<file path="config.mk">
export PLATFORM = sky130hd
export DESIGN_NAME = msi_snoop_ctrl
export DESIGN_NICKNAME = d
export VERILOG_FILES = /design/src/rtl/msi_pkg.sv /design/src/rtl/msi_line_store.sv /design/src/rtl/msi_snoop_ctl.sv /design/src/rtl/msi_snoop_ctrl.sv
export SDC_FILE = /design/constraint.sdc
export NUM_CORES = 1
export LEC_CHECK = 0
export BUFFER_PORTS_ARGS = -buffer_cell sky130_fd_sc_hd__buf_2
export CORE_UTILIZATION = 55
export DETAILED_ROUTE_END_ITERATION = 8
export HOLD_SLACK_MARGIN = 0.1
export PLACE_DENSITY = 0.89
export SYNTH_ARGS = -nofsm -noshare
export SYNTH_HDL_FRONTEND = slang
export SYNTH_HIERARCHICAL = 1
export SYNTH_SLANG_ARGS = --single-unit
</file>
<file path="constraint.sdc">
create_clock -name clk -period 5.3 [get_ports clk]
set_clock_uncertainty 0.2 [all_clocks]
set_input_delay 0.265 -clock clk [delete_from_list [all_inputs] [get_ports clk]]
set_output_delay 0.265 -clock clk [all_outputs]
set_load 0.005 [all_outputs]
</file>
<file path="src/rtl/msi_pkg.sv">
package msi_pkg;

  typedef enum logic [1:0] {
    LINE_I = 2'd0,
    LINE_S = 2'd1,
    LINE_M = 2'd2
  } lineState_e;

  typedef enum logic [2:0] {
    BUS_IDLE = 3'd0,
    BUS_RD   = 3'd1,
    BUS_RDX  = 3'd2,
    BUS_UPG  = 3'd3,
    BUS_WB   = 3'd4
  } busCmd_e;

  // Strobes from the control to the line store, all applied at the next edge.
  typedef struct packed {
    logic       fillEn;    // install line at cpu index from bus data
    logic       fillMod;   // installed state: 1 = Modified, 0 = Shared
    logic       upgEn;     // cpu-index line Shared -> Modified
    logic       wbEn;      // cpu-index victim -> Invalid
    logic       wrEn;      // write hit data into cpu-index line
    logic       snoopEn;   // apply snoopNext at snoop index
    lineState_e snoopNext;
  } lineStrobe_t;

endpackage

</file>
<file path="src/rtl/msi_line_store.sv">
module msi_line_store
  import msi_pkg::*;
#(
  parameter int IDX_W  = 2,
  parameter int TAG_W  = 6,
  parameter int DATA_W = 16
) (
  input  logic              clk,
  input  logic              rstN,
  input  lineStrobe_t       st,
  input  logic [IDX_W-1:0]  cpuIdx,
  input  logic [TAG_W-1:0]  cpuTag,
  input  logic [DATA_W-1:0] cpuWdata,
  input  logic [DATA_W-1:0] fillData,
  input  logic [IDX_W-1:0]  snpIdx,
  input  logic [TAG_W-1:0]  snpTag,
  output lineState_e        cpuState,
  output logic              cpuTagHit,
  output logic [DATA_W-1:0] cpuData,
  output logic [TAG_W-1:0]  victimTag,
  output lineState_e        snpState,
  output logic              snpTagHit,
  output logic [DATA_W-1:0] snpData
);
  localparam int LINES = 1 << IDX_W;

  lineState_e        lineState [LINES];
  logic [TAG_W-1:0]  lineTag   [LINES];
  logic [DATA_W-1:0] lineData  [LINES];

  always_ff @(posedge clk or negedge rstN) begin
    if (!rstN) begin
      for (int i = 0; i < LINES; i++) lineState[i] <= LINE_I;
    end else begin
      if (st.fillEn) lineState[cpuIdx] <= st.fillMod ? LINE_M : LINE_S;
      if (st.upgEn)  lineState[cpuIdx] <= LINE_M;
      if (st.wbEn)   lineState[cpuIdx] <= LINE_I;
      if (st.snoopEn) lineState[snpIdx] <= st.snoopNext;
    end
  end

  always_ff @(posedge clk) begin
    if (st.fillEn) begin
      lineTag[cpuIdx]  <= cpuTag;
      lineData[cpuIdx] <= fillData;
    end
    if (st.wrEn) lineData[cpuIdx] <= cpuWdata;
  end

  assign cpuState  = lineState[cpuIdx];
  assign cpuTagHit = (lineTag[cpuIdx] == cpuTag);
  assign cpuData   = lineData[cpuIdx];
  assign victimTag = lineTag[cpuIdx];
  assign snpState  = lineState[snpIdx];
  assign snpTagHit = (lineTag[snpIdx] == snpTag);
  assign snpData   = lineData[snpIdx];


  m_demoted_chk: assert property (@(posedge clk) disable iff (!rstN)
    (st.snoopEn && snpState == LINE_M) |=> (lineState[$past(snpIdx)] != LINE_M));


  upg_from_shared_chk: assert property (@(posedge clk) disable iff (!rstN)
    st.upgEn |-> (cpuTagHit && cpuState == LINE_S));

endmodule

</file>
<file path="src/rtl/msi_snoop_ctl.sv">
module msi_snoop_ctl
  import msi_pkg::*;
#(
  parameter int ADDR_W = 8,
  parameter int IDX_W  = 2,
  parameter int DATA_W = 16
) (
  input  logic              clk,
  input  logic              rstN,
  input  logic              cpuReq,
  input  logic              cpuWe,
  input  logic [ADDR_W-1:0] cpuAddr,
  input  logic [DATA_W-1:0] cpuWdata,
  output logic              cpuReady,
  output logic              busReq,
  input  logic              busGnt,
  output logic [2:0]        busCmdOut,
  output logic [ADDR_W-1:0] busAddrOut,
  input  logic [2:0]        busCmdIn,
  input  logic [ADDR_W-1:0] busAddrIn,
  output logic              snoopFlush,
  output logic [DATA_W-1:0] snoopData,
  input  lineState_e        cpuState,
  input  logic              cpuTagHit,
  input  logic [DATA_W-1:0] cpuData,
  input  logic [ADDR_W-IDX_W-1:0] victimTag,
  input  lineState_e        snpState,
  input  logic              snpTagHit,
  input  logic [DATA_W-1:0] snpData,
  output lineStrobe_t       st
);
  logic    hitS, hitM, hitOk, granted, dirtyVictim, snActive, sameIdx;
  busCmd_e cmd, inCmd;

  always_comb begin
    inCmd       = busCmd_e'(busCmdIn);
    hitM        = cpuTagHit && (cpuState == LINE_M);
    hitS        = cpuTagHit && (cpuState == LINE_S);
    hitOk       = cpuReq && (hitM || (hitS && !cpuWe));
    busReq      = cpuReq && !hitOk;
    granted     = busReq && busGnt;
    dirtyVictim = (cpuState == LINE_M) && !cpuTagHit;

    // The command is chosen from the state seen in the granted cycle, so a
    // pending upgrade that lost its copy turns into a read-for-ownership.
    cmd = BUS_IDLE;
    if (granted) begin
      if (dirtyVictim)  cmd = BUS_WB;
      else if (hitS)    cmd = BUS_UPG;
      else if (cpuWe)   cmd = BUS_RDX;
      else              cmd = BUS_RD;
    end
    busCmdOut  = cmd;
    busAddrOut = dirtyVictim ? {victimTag, cpuAddr[IDX_W-1:0]} : cpuAddr;
    cpuReady   = hitOk;

    // Snoop side: only foreign traffic, i.e. never in our own granted cycle.
    snActive = !granted && snpTagHit && (snpState != LINE_I) &&
               (inCmd == BUS_RD || inCmd == BUS_RDX || inCmd == BUS_UPG);
    sameIdx  = (cpuAddr[IDX_W-1:0] == busAddrIn[IDX_W-1:0]);
    snoopFlush = snActive && (snpState == LINE_M) &&
                 (inCmd == BUS_RD || inCmd == BUS_RDX);
    // A write hit in this cycle is ordered before the foreign access.
    snoopData = (hitOk && cpuWe && sameIdx) ? cpuWdata : snpData;

    st.fillEn    = (cmd == BUS_RD) || (cmd == BUS_RDX);
    st.fillMod   = (cmd == BUS_RDX);
    st.upgEn     = (cmd == BUS_UPG);
    st.wbEn      = (cmd == BUS_WB);
    st.wrEn      = hitOk && cpuWe;
    st.snoopEn   = snActive;
    st.snoopNext = (inCmd == BUS_RD) ? LINE_S : LINE_I;
  end


  cmd_only_granted_chk: assert property (@(posedge clk) disable iff (!rstN)
    (busCmdOut != BUS_IDLE) |-> (busReq && busGnt));


  req_held_chk: assert property (@(posedge clk) disable iff (!rstN)
    (busReq && !busGnt) |=> (busReq || !cpuReq));


  wb_then_fetch_chk: assert property (@(posedge clk) disable iff (!rstN)
    (busCmdOut == BUS_WB) |=> (busReq || !cpuReq));


  fill_completes_chk: assert property (@(posedge clk) disable iff (!rstN)
    (busReq && busGnt && busCmdOut != BUS_WB) |=>
      (cpuReady || !cpuReq || cpuAddr != $past(cpuAddr) || cpuWe != $past(cpuWe)));

endmodule

</file>
<file path="src/rtl/msi_snoop_ctrl.sv">
module msi_snoop_ctrl
  import msi_pkg::*;
#(
  parameter int ADDR_W = 8,
  parameter int IDX_W  = 2,
  parameter int DATA_W = 16
) (
  input  logic              clk,
  input  logic              rstN,
  input  logic              cpuReq,
  input  logic              cpuWe,
  input  logic [ADDR_W-1:0] cpuAddr,
  input  logic [DATA_W-1:0] cpuWdata,
  output logic              cpuReady,
  output logic [DATA_W-1:0] cpuRdata,
  output logic              busReq,
  input  logic              busGnt,
  output logic [2:0]        busCmdOut,
  output logic [ADDR_W-1:0] busAddrOut,
  output logic [DATA_W-1:0] busDataOut,
  input  logic [2:0]        busCmdIn,
  input  logic [ADDR_W-1:0] busAddrIn,
  input  logic [DATA_W-1:0] busDataIn,
  output logic              snoopFlush,
  output logic [DATA_W-1:0] snoopData
);
  localparam int TAG_W = ADDR_W - IDX_W;

  lineStrobe_t       st;
  lineState_e        cpuState, snpState;
  logic              cpuTagHit, snpTagHit;
  logic [DATA_W-1:0] cpuData, snpData;
  logic [TAG_W-1:0]  victimTag;

  msi_snoop_ctl #(.ADDR_W(ADDR_W), .IDX_W(IDX_W), .DATA_W(DATA_W)) uCtl (
    .clk(clk), .rstN(rstN),
    .cpuReq(cpuReq), .cpuWe(cpuWe), .cpuAddr(cpuAddr), .cpuWdata(cpuWdata),
    .cpuReady(cpuReady), .busReq(busReq), .busGnt(busGnt),
    .busCmdOut(busCmdOut), .busAddrOut(busAddrOut),
    .busCmdIn(busCmdIn), .busAddrIn(busAddrIn),
    .snoopFlush(snoopFlush), .snoopData(snoopData),
    .cpuState(cpuState), .cpuTagHit(cpuTagHit), .cpuData(cpuData),
    .victimTag(victimTag), .snpState(snpState), .snpTagHit(snpTagHit),
    .snpData(snpData), .st(st)
  );

  msi_line_store #(.IDX_W(IDX_W), .TAG_W(TAG_W), .DATA_W(DATA_W)) uStore (
    .clk(clk), .rstN(rstN), .st(st),
    .cpuIdx(cpuAddr[IDX_W-1:0]), .cpuTag(cpuAddr[ADDR_W-1:IDX_W]),
    .cpuWdata(cpuWdata), .fillData(busDataIn),
    .snpIdx(busAddrIn[IDX_W-1:0]), .snpTag(busAddrIn[ADDR_W-1:IDX_W]),
    .cpuState(cpuState), .cpuTagHit(cpuTagHit), .cpuData(cpuData),
    .victimTag(victimTag), .snpState(snpState), .snpTagHit(snpTagHit),
    .snpData(snpData)
  );

  assign cpuRdata   = cpuData;
  assign busDataOut = cpuData;

endmodule

</file>
Word level (Yosys, flattened, before mapping)
Memories as Yosys holds them, arrays and structs flattened.
Cells that the tools add are included.
- $add $sub $neg: 0
- multiply operators: 0
- divide/modulo/power cells: 0
- $lt $le $gt $ge: 4
- eq/ne operators: 13
- shift-type cells: 0
- multiplexer cells: 29
- bitwise gates (word level): 8
- reductions and logical operators: 25
- operators with widths (operator ; count):
    8-bit two-way mux ; 5
    16-bit two-way mux ; 2
    8-bit bitwise mux ; 2
    1-bit logical AND ; 16
    2-bit two-way mux ; 8
    3-bit by 2-bit equality test with 1-bit output, second input constant ; 4
    6-bit equality test ; 2
    3-bit two-way mux ; 3
    8-bit bitwise AND ; 1
    2-bit binary-select mux with 2-bit select ; 2
    2-bit demux with 2-bit select ; 2
    8-bit inverter ; 1
    3-bit by 1-bit equality test with 1-bit output, second input constant ; 2
    3-bit >= comparator, second input constant ; 2
    3-bit by 1-bit < comparator with 1-bit output, second input constant ; 2
    2-bit inverter with 3-bit output ; 2
    1-bit two-way mux ; 5
    4-bit bitwise AND ; 1
    2-bit equality test, second input constant ; 2
    1-bit zero test ; 4
    1-bit logical OR ; 4
    4-bit inverter ; 1
    4-bit bitwise OR ; 1
    3-bit equality test, second input constant ; 1
    4 further kinds ; 4
- register bits: 8
- latch bits: 0
- RAM bits: 88
- bits in read-only memories: 0
- input port bits: 56
- output and inout bits: 62
- word-level logic and storage cells: 85
- memories kept: 2
- memory list (name ; depth ; width ; rd ports ; clocked after memory_dff ; wr ports ; line ; RTL):
    uStore.lineData ; 4 ; 16 ; 2 ; 0 ; 1 ; msi_line_store.sv:29 ; logic [DATA_W-1:0] lineData [LINES];
    uStore.lineTag ; 4 ; 6 ; 2 ; 0 ; 1 ; msi_line_store.sv:28 ; logic [TAG_W-1:0] lineTag [LINES];

Longest topological paths before layout
Gate-level depths: netlist of the first run.
- word-level depth: 23
- gate-level depth with buffers: 13
- gate-level depth less buffers: 11

Cells and area by module
The synthesis of the first run kept the hierarchy.
- by module, submodules not included (module ; instances ; cells an instance ; area each (µm²) ; seq. area each (µm²)):
    msi_line_store ; 1 ; 255 ; 4667.0 ; 2842.7
    msi_snoop_ctl ; 1 ; 61 ; 580.6 ; 0.0
    msi_snoop_ctrl ; 1 ; 16 ; 120.1 ; 0.0

Worst setup path after synthesis of the first run
No wires, ideal clock.
- path kind: input to register
- start point: input port cpuAddr[0]
- end point: memory uStore.lineData[0][0], enable pin
- library setup time: 0.409 ns
- arrival time: 3.530 ns
- data required time: 4.691 ns
- setup slack: 1.161 ns
- cell stages on the path: 11
- path buffers: 3
- path through: buf_6 > mux4_2 > xnor2_1 > nand4_1 > nor3_2 > nand3_2 > nor2_1 > clkbuf_1 > buf_2 > nor2_1 > nor3_1
- RTL lines (what ; line ; RTL):
    start: declaration ; msi_snoop_ctrl.sv:12 ; input logic [ADDR_W-1:0] cpuAddr,
    end: declaration ; msi_line_store.sv:29 ;

==> run_results.csv, run 1 <==
group,metric,value,unit
status,run_status,"completed",
logic_synthesis,synth_top_cell_by_area,"edfxtp_1",
power,share_seq_of_total_power,0.548,
floorplanning,core_area,9330,um2
global_routing,grt_remaining_overflow,0,
detailed_routing,first_pass_iters,4,
finish,postLayoutCoreUtil,0.691,
detailed_routing,routed_via_density,5.89,
worst_hold_path,destination_of_the_worst_hold_path,"uStore/lineData[1][8]",
global_routing,grt_pass1_vias,3646,
worst_setup_path,timing.critical_path.to_type,"flop",
worst_setup_path,reg2reg_from,"uStore/lineTag[0][1]",
global_routing,antenna_found_initial,0,
power,p_per_area,245,nW/um2
clocking,cts.sink_count,96,
floorplanning,chipHeight,101,um
worst_setup_path,path_max_fanout,39,
finish,syn2layout_area_growth,20.1,%
worst_hold_path,worst_hold_path_type,"in -> reg",
clocking,tritoncts,"done",
floorplanning,row_count,35,
logic_synthesis,post_synth.cell_area_avg,16.2,um2
clocking,cts.hold.buffers_added,36,
finish,finalNetCount,519,
worst_hold_path,cell_depth_of_the_worst_hold_path,2,
finish,stdcell_area,6450,um2
power,design_power_total,1.58,mW
clocking,clock_path_buffers,2,
power,p_comb_frac,0.170,
clocking,clock_root_buffer_master,"clkbuf_8",
floorplanning,ioPinCount,118,
worst_setup_path,timing.critical_path.required,5.20,ns
sta,tightestPinTransition,1.05,ns
placed_design,placed_cell_area,5900,um2
logic_synthesis,synth_top_area_frac,0.492,
logic_synthesis,synth-seq-area-share,0.530,
worst_setup_path,crit-reg2reg-capture,"uStore/lineData[2][6]",
clocking,post-cts-setup-buffer-count,0,
sta,min_period_over_period,0.798,
sta,fin_crit,4.23,ns
logic_synthesis,synth_fp_nets,388,
floorplanning,initial_core_util,0.575,
logic_synthesis,synthDistinctLibCells,39,
detailed_routing,routed_wirelength,12100,um
sta,grt_setup_unrepaired,"no",
worst_setup_path,cp.arrival,4.14,ns
clocking,cts_buffers,9,
detailed_routing,detailedRoute.firstIterationViolations,212,
logic_synthesis,yosys_warnings,6,
logic_synthesis,synth_enable_flop_cells,88,
logic_synthesis,synth_top_cells_by_count,"88 x edfxtp_1, 48 x mux4_2, 22 x buf_4",
worst_setup_path,r2r_setup_slack,1.20,ns
worst_hold_path,min_from,"cpuWdata[8]",
power,vdd_ir_drop_max,0.149,mV
sta,final_worst_path_setup_slack,1.07,ns
power,clock_share_of_power,0.281,
logic_synthesis,synth.area.top_cells,"edfxtp_1 49%, mux4_2 20%, dfrtp_1 3.7%, mux2_1 3.4%, mux2_2 3.4%",
placed_design,detailedPlace.worstSlack,1.17,ns
detailed_routing,route.vias.total,3514,
power,leakage,2.39,nW
logic_synthesis,postSynthCellCount,332,
worst_setup_path,timing_worst_setup_path_type,"in -> reg",
sta,post_route_setup_tns,0,ns
sta,worst_max_slew_margin_expressed_relative_to_the_limit,0.296,
power,power_switching_share,0.256,
placed_design,numPlacedInstances,545,
sta,hold_slack,0.117,ns
floorplanning,die_width,101,um
sta,achievable_clock_frequency,0.236,GHz
worst_setup_path,critical_path.startpoint_type,"primary input",
global_routing,grt_first_pass_wirelength,18900,um
finish,layout-drive-gt1-share,0.479,
sta,maxSlewViolCount,0,
detailed_routing,drt_drc_violations_left,0,
placed_design,port_buffers,117,
placed_design,place_hpwl,8000,um
detailed_routing,detail_route.wl_per_cell,20.2,um
finish,num_antenna_cells,0,
clocking,clk_latency,0.36,ns
sta,report.final.setup_viol,0,
clocking,clock_tree.htree_level_count,3,
worst_setup_path,worst_r2r_path_cells,9,
finish,final-instance-count-excl-fill,597,
logic_synthesis,yosys.cell_count.top_type,"edfxtp_1",
clocking,post_cts.resized_instances,0,
logic_synthesis,synth_area,5370,um2
placed_design,gp_congestion,0.873,
floorplanning,floorplan.die_area,10200,um2
power,p_sw,0.405,mW
logic_synthesis,postSynth.topFlopCell,"edfxtp_1",
logic_synthesis,async_flop_share,0.0833,
power,internal_power,1.18,mW
global_routing,grtUsageTotal,0.253,
detailed_routing,antenna_violating_nets_post_route,0,
global_routing,grt_max_degree,40,
job,maxcap_violations,0,
logic_synthesis,flip_flop_and_latch_count_after_synthesis,96,
sta,final_hold_viol_count,0,
clocking,cts.reportedPaths.clkPinSlew,0.10,ns
-- final cells by class --
cell class | instances | area (um2)
fill | 618 | 2880
sequential | 96 | 2840
multi-input combinational | 196 | 2260
timing repair buffer | 160 | 998
tap | 129 | 161
clock buffer | 9 | 124
clock inverter | 7 | 61.3
-- sequential cells by signal (all words and copies together) (netlist names) --
name,cells
uStore/lineData,64
uStore/lineTag,24
uStore/lineState,8
-- routing by layer --
metal	track usage	part of all wire	vias up
li1	-	-	1577
met1	0.331	0.38	1746
met2	0.423	0.52	166
met3	0.0472	0.072	25
met4	0.0970	0.024	0
met5	0	0	-
-- worst max-delay path by stage --
stage | cells after the start | slack [ns] | startpoint | to
after global placement | 9 | 1.38 | cpuAddr[1] | snoopData[12]
after global routing | 10 | 0.85 | cpuAddr[1] | uStore/lineData[0][9]
final | 10 | 1.07 | cpuAddr[1] | uStore/lineData[2][6]
after detailed placement | 11 | 1.17 | cpuAddr[1] | uStore/lineState[6]
after floorplan | 11 | 1.16 | cpuAddr[0] | uStore/lineData[0][0]
after CTS | 10 | 1.13 | cpuAddr[1] | uStore/lineData[2][10]
-- power groups by stage --
stage               logic, mW  registers (mW)  clock network, mW
global placement        0.238           0.881                  0
floorplan               0.171           0.878                  0
detailed placement      0.246           0.884                  0
global route            0.293           0.871              0.480
finish                  0.269           0.868              0.445
CTS                     0.268           0.867              0.452
-- worst max-delay path, stage by stage --
cell and delay, ns:
buf_2 0.68, mux4_2 0.44, xnor2_1 0.22, nand4_1 0.18
nor3_2 0.46, nand3_2 0.14, nor2_2 0.47, buf_4 0.32
mux2_1 0.35, dlygate4sd3_1 0.61
-- cell usage in the layout, fill, tap and decap left out, types with 3 or more instances in the layout --
| master | synthesis | layout |
|---|---|---|
| and2_1 | 5 | 5 |
| o221ai_1 | 4 | 4 |
| nor3_1 | 4 | 3 |
| edfxtp_1 | 88 | 88 |
| nor2_2 | 0 | 4 |
| xor2_1 | 7 | 7 |
| mux2_1 | 16 | 16 |
| mux2_4 | 10 | 10 |
| mux4_2 | 48 | 48 |
| dfrtp_1 | 8 | 8 |
| o21ai_0 | 5 | 5 |
| nor2_1 | 14 | 10 |
| mux2_2 | 16 | 16 |
| nand2b_1 | 3 | 3 |
| a21oi_1 | 5 | 5 |
| clkbuf_8 | 0 | 9 |
| buf_2 | 12 | 117 |
| dlygate4sd3_1 | 0 | 36 |
| nor3b_1 | 6 | 6 |
| xnor2_1 | 8 | 8 |
| o21ai_1 | 8 | 8 |
| nand2_1 | 12 | 12 |
| a31oi_1 | 4 | 4 |
| buf_4 | 22 | 7 |
| nor2b_1 | 5 | 5 |
-- logic make-up after synthesis --
family / Yosys count / synth area share
and+or+nand+nor: 60 / 0.0622
other: 1 / 0.000699
xor gates and xnor gates: 15 / 0.0245
buffers and inverters: 40 / 0.0520
muxes: 90 / 0.297
DFF: 96 / 0.530
AOI/OAI and AO/OA: 30 / 0.0345
Note: power is estimated with default switching activity, not from simulation.
==> inputs of run 2 (changes only) <==
--- a/config.mk
+++ b/config.mk
@@ -6,10 +6,10 @@
 export NUM_CORES = 1
 export LEC_CHECK = 0
 export BUFFER_PORTS_ARGS = -buffer_cell sky130_fd_sc_hd__buf_2
-export CORE_UTILIZATION = 55
+export CORE_UTILIZATION = 50
 export DETAILED_ROUTE_END_ITERATION = 8
 export HOLD_SLACK_MARGIN = 0.1
-export PLACE_DENSITY = 0.89
+export PLACE_DENSITY = 0.85
 export SYNTH_ARGS = -nofsm -noshare
 export SYNTH_HDL_FRONTEND = slang
 export SYNTH_HIERARCHICAL = 1
==> constraint.sdc (replaced) <==
create_clock -name clk -period 3.5 [get_ports clk]
set_clock_uncertainty 0.2 [all_clocks]
set_input_delay 0.175 -clock clk [delete_from_list [all_inputs] [get_ports clk]]
set_output_delay 0.175 -clock clk [all_outputs]
set_load 0.005 [all_outputs]
==> run 2 against run 1 <==
Against the previous run:
- final area up 3.7%
- sequential share of layout area fell by 1.6 points
- largest power group unchanged
- highest routed layer unchanged
- sequential power up 51%
- non-clock buffer count rose by 20
- the run now ends with setup timing left
- critical path type is now reg -> out
==> run_results.csv, run 2 (synthesized netlist as in run 1, its figures left out) <==
group,metric,value,unit
status,run_status,"complete, but fails checks",
status,violations,"setup timing",
sta,maxSlewViolCount,0,
detailed_routing,drt_drc_violations_left,0,
sta,grt_setup_unrepaired,"yes",
finish,stdcell_area,6690,um2
finish,syn2layout_area_growth,24.6,%
worst_hold_path,worst_hold_path_type,"in -> reg",
clocking,tritoncts,"done",
finish,largestRegisters,"uStore/lineData x64, uStore/lineTag x24, uStore/lineState x8",
sta,worst_max_slew_margin_expressed_relative_to_the_limit,0.326,
clocking,cts_buffers,9,
detailed_routing,route.vias.total,3710,
global_routing,grtUsageTotal,0.241,
worst_setup_path,critical_path.startpoint_type,"flop",
placed_design,gp_congestion,0.848,
floorplanning,core_area,10400,um2
power,p_comb_frac,0.181,
detailed_routing,routed_wirelength,13100,um
detailed_routing,detailedRoute.firstIterationViolations,328,
worst_setup_path,critical_path.cell_chain,"mux4_2, xnor2_2, nand4_1, nor3_4, nand3_2, or4_4, mux2_4, buf_6",
floorplanning,chipHeight,106,um
sta,report.final.setup_viol,8,
clocking,clock_tree.htree_level_count,3,
placed_design,place_hpwl,8440,um
floorplanning,initial_core_util,0.518,
floorplanning,row_count,37,
finish,most_frequent_cells_in_the_layout,"112 x buf_2, 88 x edfxtp_1, 48 x mux4_2",
worst_setup_path,reg2reg_from,"uStore/lineTag[0][1]",
worst_setup_path,r2r_setup_slack,0.06,ns
sta,final_worst_path_setup_slack,-0.0402,ns
floorplanning,die_width,106,um
worst_setup_path,timing.critical_path.max_delay_family,"simple AND/OR/NAND/NOR gates",
worst_hold_path,min_from,"busGnt",
floorplanning,ioPinCount,118,
sta,hold_slack,0.159,ns
detailed_routing,first_pass_iters,5,
sta,achievable_clock_frequency,0.282,GHz
worst_hold_path,destination_of_the_worst_hold_path,"uStore/lineState[7]",
clocking,clock_root_buffer_master,"clkbuf_8",
worst_setup_path,crit-reg2reg-capture,"uStore/lineData[2][12]",
global_routing,grt_max_degree,25,
power,internal_power,1.81,mW
clocking,cts.sink_count,96,
global_routing,grt_remaining_overflow,0,
worst_setup_path,path_max_fanout,8,
finish,largest_register_ffs,64,
worst_setup_path,crit_path_start,"uStore/lineTag[0][1]",
detailed_routing,detail_route.wl_per_cell,20.9,um
global_routing,antenna_found_initial,1,
sta,min_period_over_period,1.01,
power,leakage,2.52,nW
power,p_per_area,364,nW/um2
worst_setup_path,cp.arrival,3.17,ns
worst_setup_path,timing_worst_setup_path_type,"reg -> out",
worst_setup_path,timing.critical_path.to_type,"output port",
sta,tightestPinTransition,1.01,ns
placed_design,port_buffers,117,
clocking,clock_path_buffers,2,
finish,mostFrequentLayoutCell,"buf_2",
power,clock_share_of_power,0.280,
worst_setup_path,critical_path.slowest_cell,"or4_4",
worst_hold_path,cell_depth_of_the_worst_hold_path,4,
clocking,cts.reportedPaths.clkPinSlew,0.09,ns
detailed_routing,routed_via_density,5.93,
finish,finalNetCount,540,
sta,final_hold_viol_count,0,
clocking,clk_latency,0.36,ns
power,vdd_ir_drop_max,0.241,mV
job,maxcap_violations,0,
worst_setup_path,worstSetupPathDepth,8,
power,power_switching_share,0.255,
worst_setup_path,critical_path_buffer_and_inverter_count,1,
worst_setup_path,worst_r2r_path_cells,10,
floorplanning,floorplan.die_area,11200,um2
sta,post_route_setup_tns,-0.184,ns
power,p_sw,0.621,mW
detailed_routing,antenna_violating_nets_post_route,0,
global_routing,grt_first_pass_wirelength,20100,um
finish,postLayoutCoreUtil,0.645,
worst_setup_path,worst_path_max_stage_delay,0.64,ns
worst_setup_path,timing.critical_path.required,3.12,ns
placed_design,placed_cell_area,5970,um2
sta,fin_crit,3.54,ns
global_routing,grt_pass1_vias,3697,
power,share_seq_of_total_power,0.539,
finish,layout-drive-gt1-share,0.493,
power,design_power_total,2.43,mW
finish,largest-register,"uStore/lineData",
==> run 2: how the worst max path moves through the flow <==
stage                                  to
finish                      snoopData[12]
global route                snoopData[12]
CTS                         snoopData[14]
detailed placement    uStore/lineState[6]
global placement      uStore/lineState[6]
floorplan           uStore/lineData[1][0]
==> run 2: through the flow <==
step                      std cells  worst slack, ns
after global routing            626          -0.0956
after global placement          560            0.194
after CTS                       619           0.0480
after detailed placement        560           0.0789
final                           626          -0.0402
after floorplan                 332           -0.123
==> run 2: metal layers <==
metal / GRT usage / vias up / wire length [um]
li1: - / 1625 / -
met1: 0.307 / 1848 / 4890
met2: 0.421 / 206 / 6990
met3: 0.0390 / 31 / 855
met4: 0.0863 / 0 / 374
met5: 0 / - / 0
==> run 2: power by group through the flow <==
stage	logic, mW	clock network (mW)	registers [mW]
floorplan	0.259	0	1.33
global placement	0.370	0	1.33
detailed placement	0.382	0	1.34
CTS	0.425	0.689	1.31
global route	0.474	0.732	1.32
finish	0.440	0.682	1.31
==> run 2: final cells by class <==
type / count / area (um2)
antenna: 1 / 2.50
clock buffer: 11 / 141
clock inverter: 5 / 38.8
fill: 722 / 3680
multi-input combinational: 197 / 2300
sequential: 96 / 2840
tap: 136 / 170
timing repair buffer: 180 / 1190
==> run 2: what timing repair did <==
item,CTS,global route
gates resized for setup,2,8
hold buffers,42,0
pin swaps,2,4
cloned,1,0
hold endpoints to repair,100,0
setup endpoints to repair,16,16
buffers inserted,0,6
==> run 2: worst register-to-register path, stage by stage, from the launching register on <==
cell	delay, ns
edfxtp_1	0.41
mux4_2	0.53
xnor2_2	0.15
nand4_1	0.15
nor3_4	0.08
buf_4	0.15
nand3b_1	0.09
nor3b_1	0.19
buf_4	0.21
nor2_1	0.13
nor2_2	0.78
